`src/rtl/case_text_pkg.sv`:
```
package case_text_pkg;
  localparam logic [7:0] OP_LOWER = 8'd0;
  localparam logic [7:0] OP_UPPER = 8'd1;
  localparam logic [7:0] OP_SWAP  = 8'd2;

  function automatic logic is_upper(input logic [7:0] c);
    return (c >= 8'h41) && (c <= 8'h5A);
  endfunction

  function automatic logic is_lower(input logic [7:0] c);
    return (c >= 8'h61) && (c <= 8'h7A);
  endfunction

  function automatic logic [7:0] conv_byte(input logic [7:0] op, input logic [7:0] c);
    logic [7:0] r;
    r = c;
    unique case (op)
      OP_LOWER: if (is_upper(c)) r = c | 8'h20;
      OP_UPPER: if (is_lower(c)) r = c & 8'hDF;
      OP_SWAP:  if (is_upper(c) || is_lower(c)) r = c ^ 8'h20;
      default:  r = c;
    endcase
    return r;
  endfunction
endpackage

```
`src/rtl/bar_match.sv`:
```
module bar_match #(
  parameter int AW   = 32,
  parameter int SIZE = 256
) (
  input  logic [AW-1:0] bar_i,
  input  logic [AW-1:0] addr_i,
  output logic          hit_o,
  output logic [AW-1:0] off_o
);
  logic [AW-1:0] base;
  logic [AW:0]   lim;

  assign base  = bar_i & ~AW'(1);
  assign lim   = {1'b0, base} + (AW+1)'(SIZE);
  assign hit_o = ({1'b0, addr_i} >= {1'b0, base}) && ({1'b0, addr_i} < lim);
  assign off_o = addr_i - base;
endmodule

```
`src/rtl/text_buf.sv`:
```
module text_buf #(
  parameter int DEPTH = 256,
  localparam int OW   = $clog2(DEPTH)
) (
  input  logic          clk_i,
  input  logic          we_i,
  input  logic [OW-1:0] waddr_i,
  input  logic [7:0]    wdata_i,
  input  logic [OW-1:0] raddr_a_i,
  output logic [7:0]    rdata_a_o,
  input  logic [OW-1:0] raddr_b_i,
  output logic [7:0]    rdata_b_o
);
  logic [7:0] mem_q [DEPTH];

  always_ff @(posedge clk_i) begin
    if (we_i) mem_q[waddr_i] <= wdata_i;
  end

  assign rdata_a_o = mem_q[raddr_a_i];
  assign rdata_b_o = mem_q[raddr_b_i];
endmodule

```
`src/rtl/case_walker.sv`:
```
module case_walker
  import case_text_pkg::*;
#(
  parameter int DEPTH = 256,
  localparam int OW   = $clog2(DEPTH),
  localparam int LW   = OW + 1
) (
  input  logic          clk_i,
  input  logic          rst_ni,
  input  logic          start_i,
  input  logic [OW-1:0] off_i,
  input  logic [LW-1:0] len_i,
  input  logic [7:0]    op_i,
  input  logic [7:0]    rdata_i,
  output logic [OW-1:0] ptr_o,
  output logic          we_o,
  output logic [7:0]    wdata_o,
  output logic          busy_o,
  output logic          done_o
);
  logic [OW-1:0] ptr_q;
  logic [LW-1:0] cnt_q;
  logic [7:0]    op_q;
  logic          busy_q, done_q;

  always_ff @(posedge clk_i or negedge rst_ni) begin
    if (!rst_ni) begin
      ptr_q  <= '0;
      cnt_q  <= '0;
      op_q   <= OP_LOWER;
      busy_q <= 1'b0;
      done_q <= 1'b0;
    end else begin
      done_q <= 1'b0;
      if (busy_q) begin
        ptr_q <= ptr_q + OW'(1);
        cnt_q <= cnt_q - LW'(1);
        if (cnt_q == LW'(1)) begin
          busy_q <= 1'b0;
          done_q <= 1'b1;
        end
      end else if (start_i) begin
        ptr_q  <= off_i;
        cnt_q  <= len_i;
        op_q   <= op_i;
        busy_q <= (len_i != '0);
        done_q <= (len_i == '0);
      end
    end
  end

  assign ptr_o   = ptr_q;
  assign we_o    = busy_q;
  assign wdata_o = conv_byte(op_q, rdata_i);
  assign busy_o  = busy_q;
  assign done_o  = done_q;
endmodule

```
`src/rtl/case_text_engine.sv`:
```
module case_text_engine
  import case_text_pkg::*;
#(
  parameter int AW        = 32,
  parameter int BUF_BYTES = 256,
  parameter int IO_SIZE   = 1,
  localparam int OW       = $clog2(BUF_BYTES),
  localparam int LW       = OW + 1,
  localparam int NBAR     = 2
) (
  input  logic          clk_i,
  input  logic          rst_ni,
  input  logic          cmd_io_en_i,
  input  logic          cmd_mem_en_i,
  input  logic [AW-1:0] bar0_i,
  input  logic [AW-1:0] bar1_i,
  input  logic          io_req_i,
  input  logic          io_we_i,
  input  logic [AW-1:0] io_addr_i,
  input  logic [31:0]   io_wdata_i,
  output logic [31:0]   io_rdata_o,
  output logic          io_hit_o,
  input  logic          mem_req_i,
  input  logic          mem_we_i,
  input  logic [AW-1:0] mem_addr_i,
  input  logic [7:0]    mem_wdata_i,
  input  logic [LW-1:0] mem_len_i,
  output logic [7:0]    mem_rdata_o,
  output logic          mem_hit_o,
  output logic [LW-1:0] mem_grant_o,
  output logic          mem_stall_o,
  input  logic          apply_i,
  input  logic [OW-1:0] apply_off_i,
  input  logic [LW-1:0] apply_len_i,
  output logic          busy_o,
  output logic          done_o
);
  localparam logic [LW-1:0] BUF_LEN = LW'(BUF_BYTES);

  logic [AW-1:0] bars [NBAR];
  logic [NBAR-1:0] io_hits, mem_hits;
  logic [AW-1:0] io_offs [NBAR];
  logic [AW-1:0] mem_offs [NBAR];

  assign bars[0] = bar0_i;
  assign bars[1] = bar1_i;

  for (genvar g = 0; g < NBAR; g++) begin : g_bar
    localparam int SZ = (g == 0) ? IO_SIZE : BUF_BYTES;
    bar_match #(.AW(AW), .SIZE(SZ)) u_io_match (
      .bar_i(bars[g]), .addr_i(io_addr_i), .hit_o(io_hits[g]), .off_o(io_offs[g])
    );
    bar_match #(.AW(AW), .SIZE(SZ)) u_mem_match (
      .bar_i(bars[g]), .addr_i(mem_addr_i), .hit_o(mem_hits[g]), .off_o(mem_offs[g])
    );
  end

  // first-match search, lowest window wins
  int unsigned io_sel, mem_sel;
  logic io_any, mem_any;
  always_comb begin
    io_any = 1'b0; io_sel = 0;
    mem_any = 1'b0; mem_sel = 0;
    for (int i = 0; i < NBAR; i++) begin
      if (!io_any && io_hits[i]) begin
        io_any = 1'b1; io_sel = i;
      end
      if (!mem_any && mem_hits[i]) begin
        mem_any = 1'b1; mem_sel = i;
      end
    end
  end

  logic io_act, mem_act;
  logic [OW-1:0] mem_off;
  assign io_act  = io_req_i && cmd_io_en_i && io_any && (io_sel == 0) && (io_offs[0] == '0);
  assign mem_act = mem_req_i && cmd_mem_en_i && mem_any && (mem_sel == 1);
  assign mem_off = mem_offs[1][OW-1:0];

  // operation register
  logic [7:0] op_q;
  always_ff @(posedge clk_i or negedge rst_ni) begin
    if (!rst_ni)                 op_q <= OP_LOWER;
    else if (io_act && io_we_i)  op_q <= io_wdata_i[7:0];
  end

  assign io_hit_o   = io_act;
  assign io_rdata_o = (io_act && !io_we_i) ? {io_wdata_i[31:8], op_q} : io_wdata_i;

  function automatic logic [LW-1:0] clamp_len(input logic [OW-1:0] off, input logic [LW-1:0] len);
    logic [LW-1:0] room;
    room = BUF_LEN - {1'b0, off};
    return (len < room) ? len : room;
  endfunction

  logic walk_busy, walk_we;
  logic [OW-1:0] walk_ptr;
  logic [7:0] walk_wdata, walk_rdata, host_rdata;

  case_walker #(.DEPTH(BUF_BYTES)) u_walker (
    .clk_i   (clk_i),
    .rst_ni  (rst_ni),
    .start_i (apply_i),
    .off_i   (apply_off_i),
    .len_i   (clamp_len(apply_off_i, apply_len_i)),
    .op_i    (op_q),
    .rdata_i (walk_rdata),
    .ptr_o   (walk_ptr),
    .we_o    (walk_we),
    .wdata_o (walk_wdata),
    .busy_o  (walk_busy),
    .done_o  (done_o)
  );

  logic host_we;
  assign host_we     = mem_act && mem_we_i && !walk_busy;
  assign mem_stall_o = mem_act && mem_we_i && walk_busy;

  text_buf #(.DEPTH(BUF_BYTES)) u_buf (
    .clk_i     (clk_i),
    .we_i      (walk_we || host_we),
    .waddr_i   (walk_we ? walk_ptr : mem_off),
    .wdata_i   (walk_we ? walk_wdata : mem_wdata_i),
    .raddr_a_i (walk_ptr),
    .rdata_a_o (walk_rdata),
    .raddr_b_i (mem_off),
    .rdata_b_o (host_rdata)
  );

  assign mem_hit_o   = mem_act;
  assign mem_rdata_o = mem_act ? host_rdata : 8'h00;
  assign mem_grant_o = mem_act ? clamp_len(mem_off, mem_len_i) : '0;
  assign busy_o      = walk_busy;
endmodule

```
`config.mk`:
```
export PLATFORM = sky130hd
export DESIGN_NAME = case_text_engine
export DESIGN_NICKNAME = d
export VERILOG_FILES = /design/src/rtl/case_text_pkg.sv /design/src/rtl/bar_match.sv /design/src/rtl/text_buf.sv /design/src/rtl/case_walker.sv /design/src/rtl/case_text_engine.sv
export SDC_FILE = /design/constraint.sdc
export NUM_CORES = 2
export LEC_CHECK = 0
export BUFFER_PORTS_ARGS = -buffer_cell sky130_fd_sc_hd__buf_2
export CAP_MARGIN = 20
export CORE_ASPECT_RATIO = 1.4
export CORE_MARGIN = 2
export CORE_UTILIZATION = 43
export CTS_CLUSTER_DIAMETER = 50
export CTS_CLUSTER_SIZE = 30
export DETAILED_ROUTE_END_ITERATION = 10
export PLACE_DENSITY = 0.59
export SETUP_SLACK_MARGIN = 0.15
export SYNTH_ARGS = -nofsm -noshare
export SYNTH_HDL_FRONTEND = slang
export SYNTH_SLANG_ARGS = --single-unit
```
`constraint.sdc`:
```
create_clock -name clk_i -period 20 [get_ports clk_i]
set_input_delay 3 -clock clk_i [delete_from_list [all_inputs] [get_ports clk_i]]
set_output_delay 3 -clock clk_i [all_outputs]
set_load 0.05 [all_outputs]
```
==> PnR_summary.wiki <==
{| class="wikitable"
! Metric !! Value
|-
| Result of the run || finished, violations left
|-
| Violations in the final reports || DRC, capacitance limit, slew limit
|-
| Vias || 63.4k
|-
| Full die area || 244000 sq um
|-
| Post-Route Setup TNS || 0 ps
|-
| Final layout net count || 6190
|-
| Placeable core region || 238000 sq um
|-
| Critical path data arrival time || 9480 ps
|-
| Worst clock skew on the final layout || 55.6 ps
|-
| Clock latency of the later-clocked register in the worst-skew pair || 860 ps
|-
| Flip-flop cell with the highest count after synthesis || sky130_fd_sc_hd__edfxtp_1
|-
| Total routing resource utilization after global routing || 29.0%
|-
| Number of distinct library cells after synthesis || 84
|-
| Minimum clock period || 12480 ps
|-
| Max_slew headroom || -10.6%
|-
| Cell class contributing the biggest share of worst-path delay || buffers and inverters
|-
| Initial antenna violation count || 25
|-
| Seq cells post-synth || 2083
|-
| Antenna violation net count after detailed routing || 0
|-
| Die boundary height || 583 microns
|-
| Post-route clock period utilization || 62.4%
|-
| Share of flip-flops with an asynchronous set or reset || 1.68%
|-
| Starting density of the core || 43.3%
|-
| Number of hold violations in the final report || 0
|-
| Maximum number of pins on one net before global-route repair || 168
|-
| Max IR drop VDD || 359 uV
|-
| Mean area per synthesized cell || 18.4 sq um
|-
| Post-cts sizing count || 0
|-
| Post-placement setup slack || 7680 ps
|-
| Mapped cell area || 103000 sq um
|-
| CP max FO || 95
|-
| Relative area change from synthesis to final layout || 10.8%
|-
| Number of DRC violations after detailed routing || 1
|-
| Maximum buffer depth of the clock tree || 4
|-
| Number of max-cap violations || 1
|-
| Critical Setup Path Class || in -> out
|-
| Number of max-slew violations in the final report || 2
|-
| Total Routed Length || 359000 microns
|-
| Postcts setup bufs || 0
|-
| Die Wd || 418 microns
|-
| Total power per unit cell area || 142 nW/um^2
|-
| Total I/O pin count || 257
|-
| F_max || 80.1 MHz
|-
| Library cell with the largest summed area after synthesis || sky130_fd_sc_hd__edfxtp_1
|-
| Area fraction of the dominant cell type after synthesis || 59.7%
|-
| Cts hold-fix bufs || 0
|-
| Final critical-path setup slack || 7520 ps
|-
| Remaining global-route overflow || 0
|-
| TritonCTS clock tree || done
|-
| Root buffer cell || sky130_fd_sc_hd__clkbuf_16
|-
| Reg clk slew, reported paths || 80 ps
|-
| Cells taking the most area after synthesis || sky130_fd_sc_hd__edfxtp_1, sky130_fd_sc_hd__mux4_2, sky130_fd_sc_hd__a21oi_1
|-
| Buffers and inverters on the worst path || 5
|-
| DR iter-0 viols || 9079
|-
| Router iterations before antenna repair || 9
|-
| Hold/Removal Path Class || reg -> reg
|-
| Data required time at the worst endpoint || 17000 ps
|-
| Critical Path Start Type || input port
|-
| H-tree levels || 4
|-
| Post-detailed-route via-to-cell ratio || 7.00
|-
| Final-report setup violation count || 0
|-
| Unrepaired setup endpoints after global routing || false
|-
| Maximum single-stage delay on the critical path || 1430 ps
|-
| Most frequent cells after synthesis || sky130_fd_sc_hd__edfxtp_1, sky130_fd_sc_hd__mux4_2, sky130_fd_sc_hd__a21oi_1
|-
| Clock Sinks || 2083
|-
| Vias in the first global route || 63.0k
|-
| Average wire length per cell after detail routing || 39.6 microns
|-
| Share of post-route cells with drive strength above 1 || 34.5%
|-
| Final estimated routing congestion in global placement || 0.932
|-
| FP Rows || 212
|-
| Yosys warns || 0
|-
| Post-DP HPWL || 231000 microns
|-
| Most instantiated library cell after synthesis || sky130_fd_sc_hd__edfxtp_1
|-
| TritonCTS buffer count || 146
|-
| Placed Cells incl. Taps || 8770
|-
| Syn Nets || 5947
|-
| Number of flops mapped to enable cells by yosys || 2048
|-
| Slowest library cell on the worst path || sky130_fd_sc_hd__a311oi_1
|-
| First-pass GRT wire length || 495000 microns
|-
| Non-filler instance count after layout || 9062
|-
| I/O Buffers || 206
|-
| Cells along the critical path || buf_8 -> buf_12 -> buf_4 -> buf_4 -> mux4_2 -> mux4_2 -> nand2_1 -> nand3_1 -> a311oi_1 -> a211oi_1 -> buf_2
|-
| Slew of the pin with the lowest slew margin || 1650 ps
|-
| Leakage power of the design || 37.1 nW
|-
| Sequential share of the synthesized area || 60.5%
|-
| Mapped Cells || 5605
|-
| CP endpoint kind || output pin
|}
sequential cells by signal (all words and copies together), names as in the netlist:
signal,count
u_buf.mem_q,2048
u_walker.cnt_q,9
op_q,8
u_walker.op_q,8
u_walker.ptr_o,8
u_walker.busy_o,1
u_walker.done_o,1
cell type report:
type	instances	area [sq um]
Clock inverter	99	1300
Tap cell	3103	3880
Clock buffer	151	3740
Multi-Input combinational cell	2966	38600
Timing Repair Buffer	548	3850
Inverter	103	389
Sequential cell	2083	62400
Fill cell	19699	124000
Antenna cell	9	22.5
worst reg2reg max path, cell delays in order (launching register included):
cell                      delay [ps]
sky130_fd_sc_hd__dfrtp_4         670
sky130_fd_sc_hd__buf_4           600
sky130_fd_sc_hd__buf_12          470
sky130_fd_sc_hd__buf_4           790
sky130_fd_sc_hd__buf_4           810
sky130_fd_sc_hd__mux4_2          650
sky130_fd_sc_hd__mux4_2          530
sky130_fd_sc_hd__a21oi_1         740
sky130_fd_sc_hd__o21ai_0         530
sky130_fd_sc_hd__mux2i_1         630
sky130_fd_sc_hd__a21oi_1         270
sky130_fd_sc_hd__nand4_1         180
sky130_fd_sc_hd__o31a_1          180
sky130_fd_sc_hd__a22o_4          650
sky130_fd_sc_hd__buf_4           790
sky130_fd_sc_hd__buf_4           890
metal layers:
layer	part of all wire [%]	vias up	GRT usage (%)
li1	-	24319	-
met1	34	33519	35.7
met4	7.3	20	17.7
met3	11	924	7.11
met2	48	4616	46.4
met5	0.036	-	0
stage by stage:
step | hold WS [ps] | area [sq um] | utilization (%) | total power (W)
6_report | 488 | 114000 | 47.9 | 0.0163
5_1_grt | 516 | 114000 | 47.9 | 0.0166
4_1_cts | 496 | 114000 | 47.8 | 0.0161
3_5_place_dp | 475 | 109000 | 45.7 | 0.0129
3_3_place_gp | 465 | 109000 | 45.6 | 0.0127
2_1_floorplan | 446 | 103000 | - | 0.0106
cell families (layout without fill, tap and decap cells):
family                   Yosys count  after routing  synth area share (%)
AO/OA/AOI/OAI                    779            779                  4.84
XOR/XNOR                          52             52                 0.442
adder cells (fa/ha/maj)          142            142                  1.73
buffers and inverters            556            901                  2.33
flip-flops                      2083           2083                  60.5
multiplexers                    1338           1338                  27.0
other                              0              9                     0
AND/OR/NAND/NOR                  655            655                  3.14
layout by cell type, fill, tap and decap left out, types with 63 or more instances in the layout:
cell                        count
sky130_fd_sc_hd__edfxtp_1    2048
sky130_fd_sc_hd__buf_4        310
sky130_fd_sc_hd__clkbuf_16    149
sky130_fd_sc_hd__o21ai_0       63
sky130_fd_sc_hd__nand2_1      257
sky130_fd_sc_hd__inv_1        101
sky130_fd_sc_hd__a22oi_1       68
sky130_fd_sc_hd__nand3_1       71
sky130_fd_sc_hd__ha_1         136
sky130_fd_sc_hd__nor2_1        83
sky130_fd_sc_hd__mux4_2      1146
sky130_fd_sc_hd__a21oi_1      324
sky130_fd_sc_hd__mux2i_1      165
sky130_fd_sc_hd__buf_2        207
power breakdown:
group / switching [W] / internal [W]
Clock: 0.00167 / 0.00158
Combinational: 0.00445 / 0.00141
Sequential: 0.000131 / 0.00703
worst paths after layout:
check                                  start             endpoint  slack [ps]  depth (start not counted)
max                            mem_addr_i[0]       mem_rdata_o[7]        7520                         11
min                         u_walker.op_q[7]     u_walker.op_q[7]         490                          2
max reg2reg                u_walker.ptr_o[0]  u_buf.mem_q[222][5]       10080                         15
min reg2reg                 u_walker.op_q[7]     u_walker.op_q[7]         490                          2
max in group asynchronous             rst_ni    u_walker.ptr_o[2]       17090                          1
min in group asynchronous             rst_ni    u_walker.cnt_q[1]        2280                          1
Power figures use the tool's default switching activity.
